## config.mk

```make
export PLATFORM = sky130hd
export DESIGN_NAME = port_regbank
export DESIGN_NICKNAME = d
export VERILOG_FILES = /design/src/rtl/port_rb_pkg.sv /design/src/rtl/prb_ctrl_regs.sv /design/src/rtl/prb_mcell.sv /design/src/rtl/prb_pin_drv.sv /design/src/rtl/port_regbank.sv
export SDC_FILE = /design/constraint.sdc
export NUM_CORES = 1
export LEC_CHECK = 0
export BUFFER_PORTS_ARGS = -buffer_cell sky130_fd_sc_hd__buf_2
export CORE_ASPECT_RATIO = 1.4
export CORE_MARGIN = 5
export CORE_UTILIZATION = 56
export CTS_BUF_LIST = sky130_fd_sc_hd__clkbuf_16
export DETAILED_ROUTE_END_ITERATION = 6
export PLACE_DENSITY_LB_ADDON = 0.1
export SYNTH_ARGS = -nofsm -noshare
export SYNTH_HDL_FRONTEND = slang
export SYNTH_SLANG_ARGS = --single-unit
```

## constraint.sdc

```tcl
create_clock -name clk -period 3.5 [get_ports clk]
set_input_delay 1.05 -clock clk [delete_from_list [all_inputs] [get_ports clk]]
set_output_delay 1.05 -clock clk [all_outputs]
set_load 0.005 [all_outputs]
```

## src/rtl/port_rb_pkg.sv

```systemverilog
package port_rb_pkg;
  typedef enum logic [2:0] {
    SEL_PIN   = 3'd0,
    SEL_DOUT  = 3'd1,
    SEL_DIR   = 3'd2,
    SEL_MC    = 3'd3,
    SEL_MASK  = 3'd4,
    SEL_ENV   = 3'd5,
    SEL_DRIVE = 3'd6,
    SEL_NONE  = 3'd7
  } reg_sel_e;

  // Next macrocell state: an MCU write lands on unmasked bits, logic update elsewhere.
  function automatic logic [7:0] f_mc_next(
    input logic [7:0] q, input logic [7:0] mask, input logic [7:0] wd,
    input logic mcu_wr, input logic [7:0] lg_d, input logic lg_en);
    logic [7:0] wsel;
    logic [7:0] base;
    wsel = mcu_wr ? ~mask : '0;
    base = lg_en ? lg_d : q;
    return (wd & wsel) | (base & ~wsel);
  endfunction
endpackage

```

## src/rtl/prb_ctrl_regs.sv

```systemverilog
module prb_ctrl_regs #(
  parameter int W = 8
) (
  input  logic         clk,
  input  logic         rst_n,
  input  logic         wr_dout,
  input  logic         wr_dir,
  input  logic         wr_drive,
  input  logic [W-1:0] wdata,
  output logic [W-1:0] dout_q,
  output logic [W-1:0] dir_q,
  output logic [W-1:0] drive_q
);
  always_ff @(posedge clk) begin
    if (!rst_n) begin
      dout_q  <= '0;
      dir_q   <= '0;
      drive_q <= '0;
    end else begin
      if (wr_dout)  dout_q  <= wdata;
      if (wr_dir)   dir_q   <= wdata;
      if (wr_drive) drive_q <= wdata;
    end
  end
endmodule

```

## src/rtl/prb_mcell.sv

```systemverilog
module prb_mcell #(
  parameter int W = 8
) (
  input  logic         clk,
  input  logic         rst_n,
  input  logic         wr_mc,
  input  logic         wr_mask,
  input  logic [W-1:0] wdata,
  input  logic [W-1:0] lg_next,
  input  logic         lg_upd,
  output logic [W-1:0] mask_q,
  output logic [W-1:0] mc_q
);
  import port_rb_pkg::*;

  logic [W-1:0] mc_d;
  assign mc_d = f_mc_next(mc_q, mask_q, wdata, wr_mc, lg_next, lg_upd);

  always_ff @(posedge clk) begin
    if (!rst_n) begin
      mask_q <= '0;
      mc_q   <= '0;
    end else begin
      if (wr_mask) mask_q <= wdata;
      mc_q <= mc_d;
    end
  end


  mask_hold_chk: assert property (@(posedge clk) disable iff (!rst_n)
    (wr_mc && !lg_upd && !wr_mask) |=> (((mc_q ^ $past(mc_q)) & mask_q) == '0));


  mcu_wins_chk: assert property (@(posedge clk) disable iff (!rst_n)
    (wr_mc && lg_upd && !wr_mask) |=> ((mc_q & ~mask_q) == ($past(wdata) & ~mask_q)));


  lg_masked_chk: assert property (@(posedge clk) disable iff (!rst_n)
    (lg_upd && !wr_mask) |=> ((mc_q & mask_q) == ($past(lg_next) & mask_q)));
endmodule

```

## src/rtl/prb_pin_drv.sv

```systemverilog
module prb_pin_drv #(
  parameter int W = 8
) (
  input  logic [W-1:0] dout_q,
  input  logic [W-1:0] dir_q,
  input  logic [W-1:0] drive_q,
  input  logic [W-1:0] lg_oe,
  output logic [W-1:0] en_eff,
  output logic [W-1:0] pin_out,
  output logic [W-1:0] pin_oe
);
  localparam int OD_LO = W / 2;

  assign en_eff = dir_q | lg_oe;

  for (genvar i = 0; i < W; i++) begin : g_bit
    if (i >= OD_LO) begin : g_od
      assign pin_oe[i]  = en_eff[i] & (drive_q[i] ? ~dout_q[i] : 1'b1);
      assign pin_out[i] = dout_q[i] & ~drive_q[i];
    end else begin : g_pp
      assign pin_oe[i]  = en_eff[i];
      assign pin_out[i] = dout_q[i];
    end
  end
endmodule

```

## src/rtl/port_regbank.sv

```systemverilog
module port_regbank #(
  parameter int W = 8
) (
  input  logic         clk,
  input  logic         rst_n,
  input  logic         wr_en,
  input  logic [2:0]   addr,
  input  logic [W-1:0] wdata,
  output logic [W-1:0] rdata,
  input  logic [W-1:0] pin_in,
  output logic [W-1:0] pin_out,
  output logic [W-1:0] pin_oe,
  input  logic [W-1:0] lg_oe,
  input  logic [W-1:0] lg_next,
  input  logic         lg_upd,
  output logic [W-1:0] mc_q
);
  import port_rb_pkg::*;

  localparam int OD_LO = W / 2;
  localparam logic [W-1:0] OD_MASK = {{(W-OD_LO){1'b1}}, {OD_LO{1'b0}}};

  logic [W-1:0] dout_q, dir_q, drive_q, mask_q, en_eff;
  logic wr_dout, wr_dir, wr_drive, wr_mc, wr_mask;
  logic [W-1:0] od_sel;

  assign wr_dout  = wr_en && (addr == SEL_DOUT);
  assign wr_dir   = wr_en && (addr == SEL_DIR);
  assign wr_drive = wr_en && (addr == SEL_DRIVE);
  assign wr_mc    = wr_en && (addr == SEL_MC);
  assign wr_mask  = wr_en && (addr == SEL_MASK);
  assign od_sel   = drive_q & OD_MASK;

  prb_ctrl_regs #(.W(W)) u_ctrl (
    .clk(clk), .rst_n(rst_n), .wr_dout(wr_dout), .wr_dir(wr_dir),
    .wr_drive(wr_drive), .wdata(wdata), .dout_q(dout_q), .dir_q(dir_q),
    .drive_q(drive_q));

  prb_mcell #(.W(W)) u_mc (
    .clk(clk), .rst_n(rst_n), .wr_mc(wr_mc), .wr_mask(wr_mask),
    .wdata(wdata), .lg_next(lg_next), .lg_upd(lg_upd),
    .mask_q(mask_q), .mc_q(mc_q));

  prb_pin_drv #(.W(W)) u_pin (
    .dout_q(dout_q), .dir_q(dir_q), .drive_q(drive_q), .lg_oe(lg_oe),
    .en_eff(en_eff), .pin_out(pin_out), .pin_oe(pin_oe));

  always_comb begin
    unique case (addr)
      SEL_PIN:   rdata = pin_in;
      SEL_DOUT:  rdata = dout_q;
      SEL_DIR:   rdata = dir_q;
      SEL_MC:    rdata = mc_q;
      SEL_MASK:  rdata = mask_q;
      SEL_ENV:   rdata = en_eff;
      SEL_DRIVE: rdata = drive_q;
      default:   rdata = '0;
    endcase
  end


  oe_source_chk: assert property (@(posedge clk) disable iff (!rst_n)
    (pin_oe & ~(dir_q | lg_oe)) == '0);


  od_no_high_chk: assert property (@(posedge clk) disable iff (!rst_n)
    (pin_oe & pin_out & od_sel) == '0);


  od_release_chk: assert property (@(posedge clk) disable iff (!rst_n)
    (pin_oe & od_sel & dout_q) == '0);
endmodule

```

; Word-level counts from Yosys, hierarchy flattened
; Index checks and enable logic that the tools add are counted.
; W data, S select, Z words.
[totals]
ff_bits = 40
inputBits = 39
wordCells = 46
[op_classes]
n_eq_ne = 6
muxes = 7
n_bitwise = 22
reduce_logical = 6
[ops]
columns = cell, n
row1 = $pmux W8 S7, 1
row2 = $and A8 B8 Y8, 2
row3 = $mux W8, 2
row4 = $not A8 Y8, 2
row5 = $or A8 B8 Y8, 2
row6 = $eq A3 B3 Y1 const B, 3
row7 = $and A1 B1 Y1, 8
row8 = $not A1 Y1, 8
row9 = $eq A3 B2 Y1 const B, 2
row10 = $logic_and A1 B1 Y1, 5
row11 = $mux W1, 4
row12 = $eq A3 B1 Y1 const B, 1
row13 = $logic_not A3 Y1, 1

; Longest topological paths before layout
[depth]
ltp_word = 6
ltp_mapped = 6
mapped_depth_nobuf = 3

; Cells and area by module
; From an unflattened synthesis, not the netlist that was laid out.
[hier_totals]
cells_unflattened = 249
hier_area_um2 = 2536.2
[modules_own_cells]
columns = mod, instances, cells_per_inst, area_each_um2, seq_area_each_um2
row1 = prb_ctrl_regs, 1, 77, 914.6, 480.5
row2 = prb_mcell, 1, 69, 793.3, 320.3
row3 = port_regbank, 1, 79, 658.1, 0.0
row4 = prb_pin_drv, 1, 24, 170.2, 0.0

; Worst setup path before layout
; No wires, ideal clock.
[synth_timing]
path_kind = in2out
startpoint = in addr[1]
endpoint = out rdata[5]
t_arrival_ns = 1.913
required_time_ns = 2.450
slack_ns = 0.537
path_stages = 5
path_buffers = 2
path_cell_list = buf_6 -> clkbuf_8 -> mux2_2 -> a32oi_1 -> o221ai_1
[synth_between]
elab_chain_cells = 2
word_cells_on_any_way = 8
[synth_lines]
columns = element, line_no
row1 = "start, declared", port_regbank.sv:7  ; input logic [2:0] addr,
row2 = "$eq A3 B3 Y1, or another cell as far along", port_regbank.sv:49  ; unique case (addr)
row3 = $pmux W8 S7 (*), port_regbank.sv:49
row4 = "end, declared", port_regbank.sv:9  ; output logic [W-1:0] rdata,
; Mark *: on every way between the ends. The rest lies on a longest branch, timed or not.

; Final worst setup path
[layout_timing]
startpoint = in addr[1]
endpoint = out rdata[4]
; The elaborated chain is that of the path after synthesis.

==> run_results.csv <==
group,metric,value,unit
run_status,status,"completed",
detailed_routing,dr.pass1.iters,4,
logic_synthesis,synth_seq_area_share,0.336,
detailed_routing,drt_iter0_markers,95,
power_and_ir_drop,vdd_drop_max,0.000383,V
die,dieArea,5680,um^2
hold_path,worstHoldPathCells,2,
detailed_routing,wire_per_inst,16.9,um
sta,setup_viol_count_final,0,
layout,n_antenna_cell,0,
critical_path,crit_required,2.45,ns
placement,pre_cts_ws,0.195,ns
cts,post_cts_resized,0,
cts,cts_hold_buf,0,
critical_path,critPathMaxFanout,14,
critical_path,r2r_start,"u_mc.mask_q[6]",
grt,overflow,0,
cts,clock_sinks,40,
critical_path,reg2regPathDepth,1,
detailed_routing,wl,5880,um
cts,cts_setup_buffers,0,
sta,slew_headroom,0.600,
logic_synthesis,synth_area_leaders,"dfxtp_1 (34%), mux2i_1 (17%), nor2b_1 (7.6%)",
critical_path,cp_slowest_stage_delay,0.29,ns
cts,clk_pin_slew,0.06,ns
critical_path,critPathCaptureType,"primary output",
grt,grtUsageTotal,0.212,
hold_path,hold_path_class,"flip-flop to flip-flop",
sta,clock-skew-final,0.00299,ns
sta,hold_ws,0.467,ns
logic_synthesis,ys.flop_type,"dfxtp_1",
critical_path,cp-start-kind,"primary input",
detailed_routing,dr_total_vias,2000,
die,die_x,65.2,um
layout,layout-drive-gt1-share,0.361,
logic_synthesis,synth_seq_cells,40,
layout,area_growth,18.5,%
logic_synthesis,syn_inst,240,
critical_path,crit_start,"addr[1]",
logic_synthesis,synth_warnings,0,
sta,rsz0062_at_grt,"false",
power_and_ir_drop,total_switching_power,275,uW
logic_synthesis,syn_area,2380,um^2
critical_path,crit_chain,"buf_2, buf_4, nand2b_1, o22ai_1, a221o_1, buf_2",
cts,cts_tree,"built",
placement,place_congestion,0.744,
cts,clock_latency,0.28,ns
detailed_routing,drc,0,
sta,period_needed,3.33,ns
layout,fin_util,0.678,
cts,cts_buffers,5,
logic_synthesis,ys_types,42,
logic_synthesis,synth_top_area_frac,0.336,
critical_path,cpMostUsedCell,"buf_2",
power_and_ir_drop,comb_power_share,0.147,
sta,slew_violations,0,
logic_synthesis,ys_top_cells_by_count,"dfxtp_1 (40), mux2i_1 (40), nor2b_1 (29)",
power_and_ir_drop,clkPwrFrac,0.438,
sta,finalCritPeriodShare,0.951,
critical_path,critPathKind,"primary input to primary output",
detailed_routing,ant_nets,0,
sta,setup_slack,0.170,ns
power_and_ir_drop,seqPwrFrac,0.414,
die,num_rows,28,
sta,fin_setup_tns,0,ns
grt,grt_max_degree,41,
sta,tightestPinTransition,0.600,ns
critical_path,cpMaxStageDelayCell,"a221o_1",
die,initial_core_util,0.572,
die,core,4170,um^2
die,io_pins,71,
logic_synthesis,synth-edff-count,0,
detailed_routing,via_per_inst,5.76,
placement,io_buffers,70,
sta,max_freq,0.300,GHz
die,chipHeight,87.2,um
grt,grt_antenna_before_repair,0,
logic_synthesis,ys_async_sr_fraction,0,
power_and_ir_drop,p_per_area,412,nW/um^2
grt,grt_pass1_vias,1968,
logic_synthesis,synth.avg_cell_area,9.94,um^2
layout,final_nets,340,
placement,hpwl,4260,um
power_and_ir_drop,swShare,0.236,
sta,hold_violations,0,
power_and_ir_drop,p_int,890,uW
cts,cts-root-buf,"clkbuf_16",
cts,h-tree-depth,2,
cts,clk_path_buf_depth,2,
run,maxCapViolCount,0,
logic_synthesis,syn_nets,279,
grt,grt_pass1_wl,9350,um
critical_path,cp.arrival,2.28,ns
logic_synthesis,yosysTopAreaCell,"dfxtp_1",
hold_path,worstHoldStart,"u_ctrl.drive_q[0]",
power_and_ir_drop,p_leak,0.00121,uW
[path summary, 6_finish.rpt]
path / endpoint / slack, ns
worst max register to register: flip-flop / 2.71
worst min-delay path: u_ctrl.drive_q[0] / 0.47
worst max-delay path: rdata[4] / 0.17
worst min register to register: u_ctrl.drive_q[0] / 0.47
[critical path: cells and delay by family]
kind	cells	cell delay (ns)
compound gates	2	0.38
buf+inv	3	0.66
simple gates	1	0.20
[kinds of logic (layout without fill, tap and decap cells)]
logic type | Yosys count | in the layout | share of synthesized area
and+or+nand+nor | 71 | 71 | 0.198
AOI/OAI and AO/OA | 56 | 56 | 0.178
muxes | 49 | 49 | 0.212
DFF | 40 | 40 | 0.336
buffers and inverters | 24 | 86 | 0.0766
[per-stage QoR]
step           total power [uW]  std cells  instance area (um^2)
3_3_place_gp                661        339                  2660
2_1_floorplan               600        240                  2380
3_5_place_dp                664        339                  2660
5_1_grt                    1220        347                  2830
4_1_cts                    1170        347                  2830
6_report                   1160        347                  2830
[area by class of cell]
type	count	area, um^2
multi-input combinational	176	1400
fill	341	1340
sequential	40	801
timing repair buffer	76	395
clock buffer	5	125
tap	45	56.3
clock inverter	3	38.8
inverter	2	7.51
[power groups by stage]
stage	clock network (uW)	registers (uW)	logic, uW
finish	511	482	172
CTS	517	482	172
global route	546	484	188
detailed placement	0	492	172
floorplan	0	490	111
global placement	0	492	169
[metal layers]
metal | GRT usage | routed length, um | vias up
met5 | 0 | 0 | -
met4 | 0.0698 | 87 | 0
met3 | 0.0426 | 326 | 8
met2 | 0.375 | 2890 | 59
met1 | 0.253 | 2570 | 926
li1 | - | - | 1007
[cells in the final DEF (no fill, tap or decap), types with 3 or more instances in the layout]
master	count
nor2_1	5
buf_2	70
dfxtp_1	40
a221o_1	4
a32oi_1	3
buf_4	6
o21ai_0	6
and4bb_2	4
a21oi_1	7
mux2i_1	40
o22ai_1	5
o311a_1	8
or2_2	5
a21boi_0	5
a22o_1	4
a21boi_1	3
clkbuf_16	5
nor2b_1	29
nand2_1	16
mux2_2	8
Note: power is estimated with default switching activity, not from simulation.
